==> src/rtl/cos_pkg.sv <==
package cos_pkg;
  // Register byte offsets
  localparam int OFF_INPUT  = 'h00;
  localparam int OFF_MASKHI = 'h04;
  localparam int OFF_MASKLO = 'h08;
  localparam int OFF_STATUS = 'h0C;
  localparam int OFF_CTRL   = 'h10;

  // Control word and status word bit positions
  localparam int BIT_ENABLE = 2;
  localparam int BIT_ANDSEL = 1;
  localparam int BIT_PEND   = 0;

  // Strobes from the control side to the datapath
  typedef struct packed {
    logic statusRd;  // status register read this cycle
    logic ackWr;     // control write with enable clear
  } cosStrobe_t;
endpackage

==> src/rtl/cos_ctrl.sv <==
module cos_ctrl
  import cos_pkg::*;
#(
  parameter int DATA_W = 32,
  parameter int ADDR_W = 5,
  parameter int LO_CH  = 4,
  parameter int HI_CH  = 19
) (
  input  logic              clk,
  input  logic              rstN,
  input  logic              wrEn,
  input  logic              rdEn,
  input  logic [ADDR_W-1:0] addr,
  input  logic [DATA_W-1:0] wrData,
  output logic [DATA_W-1:0] rdData,
  input  logic [DATA_W-1:0] syncIn,
  input  logic [DATA_W-1:0] capState,
  input  logic              pending,
  output logic [DATA_W-1:0] maskHi,
  output logic [DATA_W-1:0] maskLo,
  output logic              enable,
  output logic              andMode,
  output cosStrobe_t        strb
);
  localparam logic [DATA_W-1:0] CH_MASK =
    ((({DATA_W{1'b1}}) >> (DATA_W - 1 - HI_CH)) >> LO_CH) << LO_CH;

  logic selIn, selHi, selLo, selStat, selCtrl;

  assign selIn   = (addr == ADDR_W'(OFF_INPUT));
  assign selHi   = (addr == ADDR_W'(OFF_MASKHI));
  assign selLo   = (addr == ADDR_W'(OFF_MASKLO));
  assign selStat = (addr == ADDR_W'(OFF_STATUS));
  assign selCtrl = (addr == ADDR_W'(OFF_CTRL));

  always_ff @(posedge clk) begin
    if (!rstN) begin
      maskHi  <= '0;
      maskLo  <= '0;
      enable  <= 1'b0;
      andMode <= 1'b0;
    end else if (wrEn) begin
      if (selHi)   maskHi  <= wrData & CH_MASK;
      if (selLo)   maskLo  <= wrData & CH_MASK;
      if (selCtrl) begin
        enable  <= wrData[BIT_ENABLE];
        andMode <= wrData[BIT_ANDSEL];
      end
    end
  end

  always_comb begin
    strb.statusRd = rdEn && selStat;
    strb.ackWr    = wrEn && selCtrl && !wrData[BIT_ENABLE];
  end

  always_comb begin
    rdData = '0;
    if (selIn)   rdData = syncIn;
    if (selHi)   rdData = maskHi;
    if (selLo)   rdData = maskLo;
    if (selStat) begin
      rdData           = capState & CH_MASK;
      rdData[BIT_PEND] = pending;
    end
    if (selCtrl) begin
      rdData[BIT_ENABLE] = enable;
      rdData[BIT_ANDSEL] = andMode;
    end
  end

  AST_MASK_RANGE: assert property (@(posedge clk) disable iff (!rstN)
    ((maskHi | maskLo) & ~CH_MASK) == '0);

  AST_ACK_DISABLES: assert property (@(posedge clk) disable iff (!rstN)
    (wrEn && selCtrl && !wrData[BIT_ENABLE]) |=> !enable);
endmodule

==> src/rtl/cos_datapath.sv <==
module cos_datapath
  import cos_pkg::*;
#(
  parameter int DATA_W = 32,
  parameter int LO_CH  = 4,
  parameter int HI_CH  = 19
) (
  input  logic              clk,
  input  logic              rstN,
  input  logic [DATA_W-1:0] dIn,
  input  logic [DATA_W-1:0] maskHi,
  input  logic [DATA_W-1:0] maskLo,
  input  logic              enable,
  input  logic              andMode,
  input  cosStrobe_t        strb,
  output logic [DATA_W-1:0] syncIn,
  output logic [DATA_W-1:0] capState,
  output logic              pending
);
  localparam logic [DATA_W-1:0] CH_MASK =
    ((({DATA_W{1'b1}}) >> (DATA_W - 1 - HI_CH)) >> LO_CH) << LO_CH;

  logic [DATA_W-1:0] meta, prevQ, rise, fall, orHit, andOk, selMask;
  logic              armed, anyChg, andCond, hit;

  // two-flop synchroniser plus one history stage for edge detection
  always_ff @(posedge clk) begin
    if (!rstN) begin
      meta   <= '0;
      syncIn <= '0;
      prevQ  <= '0;
    end else begin
      meta   <= dIn;
      syncIn <= meta;
      prevQ  <= syncIn;
    end
  end

  assign rise    = syncIn & ~prevQ;
  assign fall    = ~syncIn & prevQ;
  assign selMask = (maskHi | maskLo) & CH_MASK;

  for (genvar i = 0; i < DATA_W; i++) begin : g_ch
    if (i >= LO_CH && i <= HI_CH) begin : g_live
      assign orHit[i] = (rise[i] & maskHi[i]) | (fall[i] & maskLo[i]);
      assign andOk[i] = (!maskHi[i] || syncIn[i]) && (!maskLo[i] || !syncIn[i]);
    end else begin : g_dead
      assign orHit[i] = 1'b0;
      assign andOk[i] = 1'b1;
    end
  end

  assign anyChg  = |((rise | fall) & selMask);
  assign andCond = (&andOk) && (|selMask);
  assign hit     = enable && (andMode ? (andCond && armed) : (|orHit));

  always_ff @(posedge clk) begin
    if (!rstN) begin
      armed <= 1'b1;
    end else if (!enable || !andMode) begin
      armed <= 1'b1;
    end else if (hit) begin
      armed <= 1'b0;
    end else if (anyChg) begin
      armed <= 1'b1;
    end
  end

  // a new event wins over a same-cycle acknowledge
  always_ff @(posedge clk) begin
    if (!rstN) begin
      pending  <= 1'b0;
      capState <= '0;
    end else if (hit) begin
      pending  <= 1'b1;
      capState <= syncIn & CH_MASK;
    end else if (strb.statusRd || strb.ackWr) begin
      pending  <= 1'b0;
    end
  end

  AST_CLEAR_ON_ACK: assert property (@(posedge clk) disable iff (!rstN)
    ((strb.statusRd || strb.ackWr) && !hit) |=> !pending);

  AST_CAP_HOLD: assert property (@(posedge clk) disable iff (!rstN)
    (pending && !hit) |=> $stable(capState));

  AST_DISABLED_QUIET: assert property (@(posedge clk) disable iff (!rstN)
    !enable |=> !$rose(pending));

  AST_AND_BLOCKED: assert property (@(posedge clk) disable iff (!rstN)
    (enable && andMode && !armed && !anyChg) |=> !$rose(pending));

  AST_OR_NEEDS_EDGE: assert property (@(posedge clk) disable iff (!rstN)
    (enable && !andMode && ((rise | fall) == '0)) |=> !$rose(pending));
endmodule

==> src/rtl/cos_irq_unit.sv <==
module cos_irq_unit
  import cos_pkg::*;
#(
  parameter int DATA_W = 32,
  parameter int ADDR_W = 5,
  parameter int LO_CH  = 4,
  parameter int HI_CH  = 19
) (
  input  logic              clk,
  input  logic              rstN,
  input  logic              wrEn,
  input  logic              rdEn,
  input  logic [ADDR_W-1:0] addr,
  input  logic [DATA_W-1:0] wrData,
  output logic [DATA_W-1:0] rdData,
  input  logic [DATA_W-1:0] dIn,
  output logic              irq
);
  cosStrobe_t        strb;
  logic [DATA_W-1:0] syncIn, capState, maskHi, maskLo;
  logic              pending, enable, andMode;

  cos_ctrl #(.DATA_W(DATA_W), .ADDR_W(ADDR_W), .LO_CH(LO_CH), .HI_CH(HI_CH)) u_ctrl (
    .clk(clk), .rstN(rstN), .wrEn(wrEn), .rdEn(rdEn), .addr(addr),
    .wrData(wrData), .rdData(rdData), .syncIn(syncIn), .capState(capState),
    .pending(pending), .maskHi(maskHi), .maskLo(maskLo), .enable(enable),
    .andMode(andMode), .strb(strb)
  );

  cos_datapath #(.DATA_W(DATA_W), .LO_CH(LO_CH), .HI_CH(HI_CH)) u_dp (
    .clk(clk), .rstN(rstN), .dIn(dIn), .maskHi(maskHi), .maskLo(maskLo),
    .enable(enable), .andMode(andMode), .strb(strb), .syncIn(syncIn),
    .capState(capState), .pending(pending)
  );

  assign irq = pending && enable;

  AST_IRQ_OFF_AFTER_DISABLE: assert property (@(posedge clk) disable iff (!rstN)
    $fell(enable) |-> !irq);
endmodule

==> config.mk <==
export PLATFORM = sky130hd
export DESIGN_NAME = cos_irq_unit
export DESIGN_NICKNAME = d
export VERILOG_FILES = /design/src/rtl/cos_pkg.sv /design/src/rtl/cos_ctrl.sv /design/src/rtl/cos_datapath.sv /design/src/rtl/cos_irq_unit.sv
export SDC_FILE = /design/constraint.sdc
export NUM_CORES = 1
export LEC_CHECK = 0
export BUFFER_PORTS_ARGS = -buffer_cell sky130_fd_sc_hd__buf_2
export CAP_MARGIN = 15
export CORE_MARGIN = 2
export CORE_UTILIZATION = 45
export CTS_BUF_LIST = sky130_fd_sc_hd__clkbuf_8 sky130_fd_sc_hd__clkbuf_16
export DETAILED_ROUTE_END_ITERATION = 6
export MAX_ROUTING_LAYER = met4
export PLACE_DENSITY = 0.64
export SYNTH_ARGS = -nofsm -noshare
export SYNTH_HDL_FRONTEND = slang
export SYNTH_HIERARCHICAL = 1
export SYNTH_SLANG_ARGS = --single-unit
==> constraint.sdc <==
create_clock -name clk -period 2.3 [get_ports clk]
set_input_delay 0.46 -clock clk [delete_from_list [all_inputs] [get_ports clk]]
set_output_delay 0.46 -clock clk [all_outputs]
set_load 0.05 [all_outputs]
Yosys cells after proc, flatten, opt, wreduce, memory -nomap -nowiden --
Cells that the tools add are included.
Cells by class: equality and inequality tests 4, multiplexer cells 10, bitwise logic cells 56, reductions and logical operators 119
Operators with widths (count):
- 32-bit two-way mux | 4
- 32-bit bitwise AND | 2
- 32-bit inverter | 2
- 1-bit logical NOT | 51
- 1-bit logical OR | 34
- 1-bit bitwise AND | 32
- 32-bit by 20-bit bitwise AND with 32-bit output | 1
- 32-bit OR | 1
- 16-bit OR reduction | 2
- 32-bit OR reduction | 1
- 1-bit logical AND | 23
- 20-bit OR | 1
- 1-bit OR | 16
- 16-bit AND reduction | 1
- 5-bit by 4-bit == test with 1-bit output (second input constant) | 2
- 2-bit AND reduction | 3
- 5-bit by 3-bit == test with 1-bit output (second input constant) | 1
- 5-bit == test (second input constant) | 1
- 5-bit logical NOT | 1
- 1-bit two-way mux | 5
- 2-bit nonzero test | 2
- 2-bit two-way mux | 1
- 2-bit OR reduction | 1
- 1-bit inverter | 1
Storage, ports and cells: flip-flop bits (word level) 148, bits of input ports 73

Logic depth before layout (Yosys ltp) --
depth after elaboration 9, gate-level depth with buffers 8

Hierarchy --
Netlist, hierarchy kept.
By module, submodules not included:
- cos_datapath | instances 1, cells each 487, area an instance 4620.7 um2, sequential area each 1961.9 um2
- cos_ctrl | instances 1, cells each 314, area an instance 2394.8 um2, sequential area each 680.7 um2
- cos_irq_unit | instances 1, cells each 1, area an instance 6.3 um2, sequential area each 0.0 um2

Worst setup path after synthesis --
OpenSTA, ideal clock, no wires.
path type in2out, from input port addr[4], to output port rdData[0], data arrival time 2465 ps, required time 1840 ps, slack -625 ps, cell stages on the path 5, buffers on the path 2, cells stage by stage buf_6 -> nor4_2 -> buf_2 -> nand2_1 -> o21ai_0
On the way: longest elaborated chain between the ends 5, elaborated cells between the ends (all ways) 8, classes of those cells eq/ne: 3; mux: 4; reduce/logical: 1
Ends and longest elaborated chain:
- start: declaration | RTL line cos_irq_unit.sv:13 | input logic [ADDR_W-1:0] addr,
- 5-bit logical NOT | RTL line cos_ctrl.sv:30 | assign selIn = (addr == ADDR_W'(OFF_INPUT));
- 32-bit two-way mux | RTL line cos_ctrl.sv:59 | if (selIn) rdData = syncIn;
- 32-bit two-way mux | RTL line cos_ctrl.sv:60 | if (selHi) rdData = maskHi;
- 32-bit two-way mux | RTL line cos_ctrl.sv:61 | if (selLo) rdData = maskLo;
- 32-bit two-way mux * | RTL line cos_ctrl.sv:62 | if (selStat) begin
- end: declaration | RTL line cos_irq_unit.sv:15 | output logic [DATA_W-1:0] rdData,
Every way passes the cells marked *; elsewhere a longest branch is shown, timed or not.

Final worst setup path --
from input port addr[3], to output port rdData[8]
The elaborated chain is that of the path after synthesis.

==> results.sh <==
export IMPL_wl_per_cell_um=22.01
export IMPL_first_iter_violations=680
export IMPL_p_leak_nw=3.761
export IMPL_regToRegStartpoint="u_dp/prevQ[4]"
export IMPL_tritoncts="built"
export IMPL_worstSetupStartpointType="input port"
export IMPL_post_drt_via_cell_ratio=5.796
export IMPL_vdd_drop_max_v=0.0005042
export IMPL_fmax_ghz=0.4193
export IMPL_vias=6422
export IMPL_fin_crit_ps=2385
export IMPL_setup_slack_ps=-84.72
export IMPL_coreArea_um2=14480
export IMPL_numPortBuffers=91
export IMPL_final_period_utilization_pct=103.7
export IMPL_diodes=0
export IMPL_rsz0062_at_grt="true"
export IMPL_cts_buffers=17
export IMPL_setup_violations=22
export IMPL_overflow=0
export IMPL_violations="design-rule violations, negative setup slack"
export IMPL_drv_cap=0
export IMPL_initial_core_util_pct=45.96
export IMPL_p_int_mw=4.031
export IMPL_grt_first_pass_wirelength_mm=36.35
export IMPL_hp_class="in2reg"
export IMPL_clock_latency_ps=410
export IMPL_ant_nets=0
export IMPL_grt_max_degree=59
export IMPL_cts_sinks=132
export IMPL_max_slew_margin_pct=55.69
export IMPL_h_tree_depth=4
export IMPL_seq_power_share_pct=43.6
export IMPL_drcViolationCount=19
export IMPL_syn_nets=857
export IMPL_end_kind="output pin"
export IMPL_cp_arrival_ps=1920
export IMPL_drive_gt1_share_pct=33.55
export IMPL_syn_inst=752
export IMPL_gp_congestion=0.9642
export IMPL_hold_ws_ps=246.5
export IMPL_final_nets=1016
export IMPL_power_density_nw_per_um2=593.8
export IMPL_netlist_area_um2=6654
export IMPL_swShare_pct=26.54
export IMPL_preCtsSetupSlack_ps=-187.3
export IMPL_yosys_warnings=6
export IMPL_track_usage_pct=31.07
export IMPL_clockBufferDepth=2
export IMPL_root_buffer="clkbuf_16"
export IMPL_die_area_um2=15780
export IMPL_hold_buffers=0
export IMPL_hold_viol=0
export IMPL_antenna_found_initial=0
export IMPL_pwr_share_comb_pct=10.0
export IMPL_rows=44
export IMPL_clk_pin_slew_worst_paths_ps=60
export IMPL_wirelength_mm=24.38
export IMPL_dp_hpwl_mm=17.44
export IMPL_worstSetupPathType="in2out"
export IMPL_synth_avg_cell_area_um2=8.848
export IMPL_drt_pass1_iterations=7
export IMPL_hold_start="dIn[22]"
export IMPL_switchingPower_mw=1.456
export IMPL_grt_pass1_vias=6281
export IMPL_required_ps=1840
export IMPL_cp_max_fo=9
export IMPL_ioPinCount=106
export IMPL_power_frac_clock_pct=46.4
export IMPL_crit_start="addr[3]"
export IMPL_worst_pin_slew_ps=662.6
export IMPL_skew_ps=7.224
export IMPL_slew_viol_final=0
export IMPL_area_growth_pct=38.89
export IMPL_status="finished with violations"
export IMPL_die_w_um=125.6
export IMPL_die_h_um=125.6
[critical path: stages]
cell       delay, ps
buf_6             90
or4_4            570
buf_12           170
a211o_1          240
a2bb2oi_2        200
buf_6            190
[power by group through the flow]
stage	Clock (mW)	Combinational (mW)	Sequential [mW]
after floorplan	0	0.289	2.43
after global placement	0	0.489	2.44
after detailed placement	0	0.496	2.44
after CTS	2.59	0.522	2.39
after global routing	2.69	0.591	2.40
final	2.54	0.550	2.39
[cell type report]
cell class              count  area [µm²]
clock buffers              18       439.2
inverters                  33       123.9
clock inverters            14       120.1
fillers                  1223        5238
multi-input cells         527        4008
well taps                 184       230.2
repair buffers            200        1659
flip-flops and latches    132        2661
[worst paths after layout]
check,endpoint,slack (ps),depth (start not counted)
max,rdData[8],-80,6
min,u_dp/meta[22],250,2
min reg2reg,u_dp/syncIn[16],430,1
max reg2reg,u_dp/capState[5],0,10
[metrics by stage]
step                      setup TNS [ps]  utilization, %  power [mW]  instance area, µm²  std cells
after floorplan                    -1216               -       2.715                6952        752
after global placement             -5604           56.08       2.930                8120       1060
after detailed placement           -5466           56.08       2.938                8120       1060
after CTS                         -394.1           61.59       5.504                8917       1098
after global routing               -1462           63.83       5.676                9241       1108
final                             -704.0           63.83       5.487                9241       1108
[layer usage]
layer / vias up / track usage (%) / share of wire [%]
li1: 3018 / - / -
met1: 3090 / 40.58 / 42
met2: 272 / 48.17 / 48
met3: 42 / 5.349 / 6.7
met4: 0 / 11.90 / 3.2
met5: - / - / 0
[registers in the layout (all words and copies together), names as in the netlist]
name            flops
u_dp/meta          32
u_dp/syncIn        32
u_ctrl/maskHi      16
u_ctrl/maskLo      16
u_dp/capState      16
u_dp/prevQ         16
u_ctrl/andMode      1
u_ctrl/enable       1
u_dp/armed          1
u_dp/pending        1
[cells in the final DEF, fill, tap and decap left out, types with 9 or more instances in the layout]
master       n
a211o_1     16
a21boi_0    30
a2bb2oi_4   13
and2_1      86
buf_2       58
buf_4       90
buf_6       34
buf_8       11
clkbuf_16   18
dfxtp_1    121
dfxtp_2      9
ha_1        32
inv_1       33
mux2i_1     13
nand2_1     27
nand3_1     52
nor2_1      51
o21ai_0     50
o221ai_1    18
o41a_1      17
or2_2       16
[what timing repair did]
item	CTS	global route
resized for setup	65	69
setup buffers	6	6
setup endpoints to repair	48	48
pin swaps	10	17
gates cloned	0	4
Note: power is estimated with default switching activity, not from simulation.
